$ cat src/rtl/wh_pkg.sv
package wh_pkg;

    localparam int FLIT_DATA_W = 8;
    localparam int DEST_W      = 4;
    localparam int NUM_CH      = 2;

    // bit 0 marks the start of a packet, bit 1 its end
    typedef enum logic [1:0] {
        K_BODY = 2'b00,
        K_HEAD = 2'b01,
        K_TAIL = 2'b10,
        K_SOLO = 2'b11
    } kind_e;

    typedef struct packed {
        kind_e                  kind;
        logic [FLIT_DATA_W-1:0] data;
    } flit_t;

    localparam int FLIT_W = $bits(flit_t);

    typedef enum logic {
        CH_EJECT = 1'b0,
        CH_PASS  = 1'b1
    } chan_e;

    function automatic logic opens_pkt(kind_e k);
        return k[0];
    endfunction

    function automatic logic closes_pkt(kind_e k);
        return k[1];
    endfunction

    function automatic logic [DEST_W-1:0] dest_of(flit_t f);
        return f.data[DEST_W-1:0];
    endfunction

    function automatic chan_e pick_chan(flit_t f, logic [DEST_W-1:0] id);
        return (dest_of(f) == id) ? CH_EJECT : CH_PASS;
    endfunction

endpackage

$ cat src/rtl/wh_flit_fifo.sv
module wh_flit_fifo
    import wh_pkg::*;
#(
    parameter int DEPTH = 4
) (
    input  logic  clk,
    input  logic  rst,
    input  logic  wr_en,
    input  flit_t wr_flit,
    input  logic  rd_en,
    output flit_t rd_flit,
    output logic  full,
    output logic  empty
);

    localparam int PTR_W = (DEPTH > 1) ? $clog2(DEPTH) : 1;
    localparam int CNT_W = $clog2(DEPTH + 1);

    flit_t            mem [DEPTH];
    logic [PTR_W-1:0] wr_ptr;
    logic [PTR_W-1:0] rd_ptr;
    logic [CNT_W-1:0] count;

    function automatic logic [PTR_W-1:0] bump(logic [PTR_W-1:0] p);
        return (p == PTR_W'(DEPTH - 1)) ? '0 : p + 1'b1;
    endfunction

    always_ff @(posedge clk) begin
        if (rst) begin
            wr_ptr <= '0;
            rd_ptr <= '0;
            count  <= '0;
        end else begin
            if (wr_en) wr_ptr <= bump(wr_ptr);
            if (rd_en) rd_ptr <= bump(rd_ptr);
            count <= count + CNT_W'(wr_en) - CNT_W'(rd_en);
        end
    end

    always_ff @(posedge clk) begin
        if (wr_en) mem[wr_ptr] <= wr_flit;
    end

    assign rd_flit = mem[rd_ptr];
    assign full    = (count == CNT_W'(DEPTH));
    assign empty   = (count == '0);

    AST_NO_OVERFLOW: assert property (@(posedge clk) disable iff (rst)
        full |-> !wr_en);

    AST_NO_UNDERFLOW: assert property (@(posedge clk) disable iff (rst)
        empty |-> !rd_en);

endmodule

$ cat src/rtl/wh_route_lock.sv
module wh_route_lock
    import wh_pkg::*;
#(
    parameter int NODE_ID   = 5,
    parameter int MAX_FLITS = 64
) (
    input  logic              clk,
    input  logic              rst,
    input  logic              front_vld,
    input  flit_t             front,
    input  logic [NUM_CH-1:0] ext_hold,
    input  logic [NUM_CH-1:0] out_ready,
    output chan_e             sel,
    output logic              go,
    output logic              fire,
    output logic [NUM_CH-1:0] lock_own
);

    localparam int CNT_W = $clog2(MAX_FLITS + 1);

    logic             locked;
    chan_e            cur_sel;
    chan_e            cand;
    logic [CNT_W-1:0] flit_cnt;

    always_comb begin
        cand = pick_chan(front, DEST_W'(NODE_ID));
        sel  = locked ? cur_sel : cand;
        go   = front_vld && (locked || (opens_pkt(front.kind) && !ext_hold[cand]));
        fire = go && out_ready[sel];
    end

    always_ff @(posedge clk) begin
        if (rst) begin
            locked   <= 1'b0;
            cur_sel  <= CH_EJECT;
            flit_cnt <= '0;
        end else if (fire) begin
            if (closes_pkt(front.kind)) begin
                locked   <= 1'b0;
                flit_cnt <= '0;
            end else begin
                flit_cnt <= flit_cnt + 1'b1;
                if (opens_pkt(front.kind)) begin
                    locked  <= 1'b1;
                    cur_sel <= cand;
                end
            end
        end
    end

    for (genvar c = 0; c < NUM_CH; c++) begin : g_lock
        assign lock_own[c] = locked && (cur_sel == chan_e'(c));
    end

    // input framing assumptions
    AST_FRAME_OPEN: assert property (@(posedge clk) disable iff (rst)
        front_vld && (lock_own == '0) |-> opens_pkt(front.kind));

    AST_FRAME_BODY: assert property (@(posedge clk) disable iff (rst)
        front_vld && (lock_own != '0) |-> !opens_pkt(front.kind));

    AST_PKT_BOUND: assert property (@(posedge clk) disable iff (rst)
        fire |-> (flit_cnt < CNT_W'(MAX_FLITS)));

    AST_SOLO_NOLOCK: assert property (@(posedge clk) disable iff (rst)
        fire && (front.kind == K_SOLO) |=> (lock_own == '0));

endmodule

$ cat src/rtl/wh_fwd_port.sv
module wh_fwd_port
    import wh_pkg::*;
#(
    parameter int DEPTH        = 4,
    parameter int NODE_ID      = 5,
    parameter int PKT_MAX_BITS = 512
) (
    input  logic              clk,
    input  logic              rst,
    input  logic              in_valid,
    output logic              in_ready,
    input  logic [FLIT_W-1:0] in_flit,
    input  logic [NUM_CH-1:0] ext_hold,
    output logic [NUM_CH-1:0] out_valid,
    input  logic [NUM_CH-1:0] out_ready,
    output logic [FLIT_W-1:0] out_flit,
    output logic [NUM_CH-1:0] lock_own
);

    localparam int MAX_FLITS = PKT_MAX_BITS / FLIT_DATA_W;

    flit_t wr_flit;
    flit_t front;
    logic  full;
    logic  empty;
    logic  go;
    logic  fire;
    chan_e sel;

    assign wr_flit  = flit_t'(in_flit);
    assign in_ready = !full;

    wh_flit_fifo #(
        .DEPTH(DEPTH)
    ) u_fifo (
        .clk    (clk),
        .rst    (rst),
        .wr_en  (in_valid && !full),
        .wr_flit(wr_flit),
        .rd_en  (fire),
        .rd_flit(front),
        .full   (full),
        .empty  (empty)
    );

    wh_route_lock #(
        .NODE_ID  (NODE_ID),
        .MAX_FLITS(MAX_FLITS)
    ) u_route (
        .clk      (clk),
        .rst      (rst),
        .front_vld(!empty),
        .front    (front),
        .ext_hold (ext_hold),
        .out_ready(out_ready),
        .sel      (sel),
        .go       (go),
        .fire     (fire),
        .lock_own (lock_own)
    );

    assign out_flit = front;

    for (genvar c = 0; c < NUM_CH; c++) begin : g_ch
        assign out_valid[c] = go && (sel == chan_e'(c));

        AST_NO_INTERLEAVE: assert property (@(posedge clk) disable iff (rst)
            lock_own[c] |-> !out_valid[NUM_CH-1-c]);

        AST_HOLD_STABLE: assert property (@(posedge clk) disable iff (rst)
            lock_own[c] && out_valid[c] && !out_ready[c]
            |=> out_valid[c] && $stable(out_flit));

        AST_WAIT_HOLD: assert property (@(posedge clk) disable iff (rst)
            out_valid[c] && opens_pkt(front.kind) |-> !ext_hold[c]);
    end

    AST_EJECT_ROUTE: assert property (@(posedge clk) disable iff (rst)
        out_valid[CH_EJECT] && opens_pkt(front.kind)
        |-> (dest_of(front) == DEST_W'(NODE_ID)));

    AST_PASS_ROUTE: assert property (@(posedge clk) disable iff (rst)
        out_valid[CH_PASS] && opens_pkt(front.kind)
        |-> (dest_of(front) != DEST_W'(NODE_ID)));

endmodule

$ cat config.mk
export PLATFORM = sky130hd
export DESIGN_NAME = wh_fwd_port
export DESIGN_NICKNAME = d
export VERILOG_FILES = /design/src/rtl/wh_pkg.sv /design/src/rtl/wh_flit_fifo.sv /design/src/rtl/wh_route_lock.sv /design/src/rtl/wh_fwd_port.sv
export SDC_FILE = /design/constraint.sdc
export NUM_CORES = 1
export LEC_CHECK = 0
export CAP_MARGIN = 20
export CORE_MARGIN = 3
export CORE_UTILIZATION = 55
export DETAILED_ROUTE_END_ITERATION = 8
export DONT_BUFFER_PORTS = 1
export PLACE_DENSITY = 0.69
export SETUP_SLACK_MARGIN = 0.1
export SLEW_MARGIN = 20
export SYNTH_ARGS = -nofsm -noshare
export SYNTH_HDL_FRONTEND = slang
export SYNTH_SLANG_ARGS = --single-unit
$ cat constraint.sdc
create_clock -name clk -period 7 [get_ports clk]
set_input_delay 1.05 -clock clk [delete_from_list [all_inputs] [get_ports clk]]
set_output_delay 1.05 -clock clk [all_outputs]
set_load 0.03 [all_outputs]
==> reports/results.txt <==
The flow ran to the end, and the final reports show no timing, DRC or antenna violations. The total wire length is 3277 um. From synthesis to final layout, the design area changed by 6.733%. Pre-CTS setup slack: 3.261 ns. The logs give 153 for the net count reported at finish and 2137 um^2 for the post-synthesis instance area. The logs give 51 for the CTS sink count and 57.51% for the effective utilization at floorplan. At the pin with the least slew margin, the transition time is 0.6378 ns.

Maximum vdd drop: 193.3 uV. Entering global routing, the biggest net connects 16 pins. Summing the sequential cell areas from Yosys gives 66.51% of the chip area. The number of clock buffers added by TritonCTS is 5. Counting every instance in the synthesized netlist gives 125. For the total I/O pin count, the log shows 32. Setup slack after layout: 3.189 ns.

The predominant post-synthesis flop cell is sky130_fd_sc_hd__edfxtp_1. After legalization and detailed placement, the total HPWL measured 2305 um. Counting flops with a built-in enable in the synthesized netlist gives 40.

The run gives 33 as the distinct cell type count of the synthesized netlist. The number of antenna violations at the first check in global routing was 0; the minimum clock period after layout was 3.811 ns. For this run, design rule violations remaining after detail routing come to 0. The tools report the number of max-cap violations as 0. The congestion estimate from routability-driven global placement came to 0.8554. Along the worst path, the maximum fanout reaches 10. The routed layout has 1,018 vias.

Dividing the final minimum period by the clock period gives 54.45%. Number of vias per cell after detailed routing: 5.751. The signal on the critical path passes through mux4_1 -> and4bb_4 -> nor3b_1 -> o21a_1. Between clock sinks in the finished design, the worst skew comes to 0.006510 ns. The flip-flop and latch count after synthesis was 51. The dominant cell type by area after synthesis was sky130_fd_sc_hd__edfxtp_1.

The worst setup path is captured at an output port. The remaining global-route overflow was 0. The quantity of hold-fixing buffers added after cts is 0, and the core footprint is 3716 um^2. The first global-routing pass estimated 5133 um of wire.

The clock tree buffer depth is 2, and the total count of hold-check failures in the final report is 0. Averaged over all synthesized cells, the footprint is 17.10 um^2. For this run, the detailed router's first-pass iteration total came to 4. Summed over all failing endpoints, the final setup total negative slack is 0 ns.

The share of async-settable or async-resettable flops after synthesis was 0%; the full die area was 4670 um^2. The most used standard cell by instance count after synthesis is sky130_fd_sc_hd__edfxtp_1. Dividing total power by cell area gives a power density of 319.7 nW/um^2. After detailed routing, the average wire length per cell comes to 18.51 um. TritonCTS built the clock tree.

The startpoint identified for the worst hold timing path is u_fifo.wr_ptr[0]. For the number of post-CTS setup repair buffers, the log shows 0. Number of input and output port buffers inserted: 0. The logs give 1,065 for the number of global-route vias before repair and 0.29 ns for the insertion delay to the later sink of the worst-skew pair. The delay of the slowest cell on the worst path was 0.81 ns. STA classifies the critical path startpoint as a flop. From bottom edge to top edge, the die measures 68.34 um. For the worst slew margin relative to its limit, the log shows 57.39%. Die span in x: 68.34 um. Fraction of layout instances using a drive strength above 1: 10.08%. The repair_antennas step left the layout with diodes totalling 0. For this design, the slowest cell found on the critical path is sky130_fd_sc_hd__mux4_1. For this run, the number of Yosys warnings is 0. The worst hold path belongs to the class reg2reg. The number of failing setup endpoints in the final timing report is 0, and the clock slew seen by the registers of the worst setup and hold paths is 0.08 ns.

Global routing consumed, over all layers together, 15.86% of the routing resources. For this block, the initial DRC count from the detailed router was 57. The category of the critical setup timing path is reg2out. Setup repair after global routing left no endpoint under its margin. Yosys attributes the largest share of cell area to sky130_fd_sc_hd__edfxtp_1, sky130_fd_sc_hd__dfxtp_1, sky130_fd_sc_hd__mux4_1.

Clock tree synthesis selected as its root buffer the cell sky130_fd_sc_hd__clkbuf_8. The floorplan has 22 rows. The highest attainable clock frequency was 0.2624 GHz. The data required time at the worst endpoint came out at 5.95 ns. In the synthesized netlist, the cells that appear most often are sky130_fd_sc_hd__edfxtp_1, sky130_fd_sc_hd__dfxtp_1, sky130_fd_sc_hd__mux4_1.

The area share of the leading cell type in the synthesized netlist works out to 56.21%. The H-tree generated during clock tree synthesis spans 2 levels. The number of cells upsized or downsized after cts is 0.

Number of slew-limit violations in the final report: 0. For this design the static power due to leakage is 0.7852 nW. Once detail routing completed, the nets flagged for antenna violations numbered 0.

Synthesis produced a netlist with a net count of 150. At the worst endpoint, the arrival time is 2.76 ns.
==> placed cells by master (no fill, tap or decap), drive strengths merged, types with 2 or more instances in the layout <==
| master | count |
|---|---|
| edfxtp | 40 |
| dfxtp | 11 |
| mux4 | 10 |
| ha | 7 |
| inv | 6 |
| nor2 | 5 |
| nor2b | 5 |
| clkbuf | 5 |
| and3 | 4 |
| o21ai | 3 |
| nand2 | 3 |
| a21oi | 3 |
| mux2 | 3 |
| or3 | 2 |
| a22oi | 2 |
| o21a | 2 |
| xnor2 | 2 |
| a31oi | 2 |
| clkinv | 2 |
==> cell type report <==
| type | instances | area, um^2 |
|---|---|---|
| Tap cell | 48 | 60.06 |
| Sequential cell | 51 | 1421 |
| Clock inverter | 3 | 38.79 |
| Inverter | 6 | 22.52 |
| Multi-Input combinational cell | 64 | 669.4 |
| Clock buffer | 5 | 68.82 |
| Fill cell | 270 | 1435 |
==> final timing paths <==
kind | end | slack [ns] | depth (start not counted)
worst min-delay path | u_fifo.wr_ptr[0] | 0.52 | 2
worst max register to register | u_fifo.count[2] | 3.25 | 11
worst max-delay path | out_valid[0] | 3.19 | 4
worst min register to register | u_fifo.wr_ptr[0] | 0.52 | 2
==> state kept, by name, summed over array words and instances (netlist names), named ones only <==
signal,flops
u_route.cur_sel,1
u_fifo.wr_ptr,2
u_fifo.count,3
u_route.locked,1
u_fifo.mem,40
u_fifo.rd_ptr,2
==> stage by stage <==
stage	hold WS, ns	instances	utilization, %	power [mW]	cell area, um^2
2_1_floorplan	0.4717	125	-	0.5222	2137
3_3_place_gp	0.4838	169	58.48	0.5421	2173
3_5_place_dp	0.5037	169	58.48	0.5481	2173
4_1_cts	0.5173	177	61.38	0.7353	2281
5_1_grt	0.5444	177	61.38	0.7707	2281
6_report	0.5196	177	61.38	0.7292	2281
==> worst max-delay path: cells and delay by family, from the launching register on <==
kind / cells / cell delay (ns)
compound gates: 1 / 0.32
flops: 1 / 0.68
mux: 1 / 0.81
simple gates: 2 / 0.66
==> per-layer routing <==
layer	track usage, %	vias to the layer above	part of all wire [%]
li1	-	493	-
met1	18.86	495	40
met2	25.75	26	52
met3	6.240	4	7.1
met4	6.452	0	1.1
met5	0	-	0
==> power breakdown <==
| group | switching (mW) | total (mW) | internal, mW |
|---|---|---|---|
| Clock | 0.0847 | 0.189 | 0.105 |
| Combinational | 0.102 | 0.160 | 0.0584 |
| Sequential | 0.0193 | 0.380 | 0.360 |
==> logic make-up (layout without fill, tap and decap cells) <==
family          after synthesis  after routing  share of synthesized area (%)
flops                        51             51                          66.51
simple gates                 26             26                          7.143
compound gates               14             14                          4.156
mux                          14             14                          14.17
buf+inv                      10             14                          2.166
fa+ha+maj                     8              8                          5.035
xor+xnor                      2              2                         0.8198
Power figures use the tool's default switching activity.
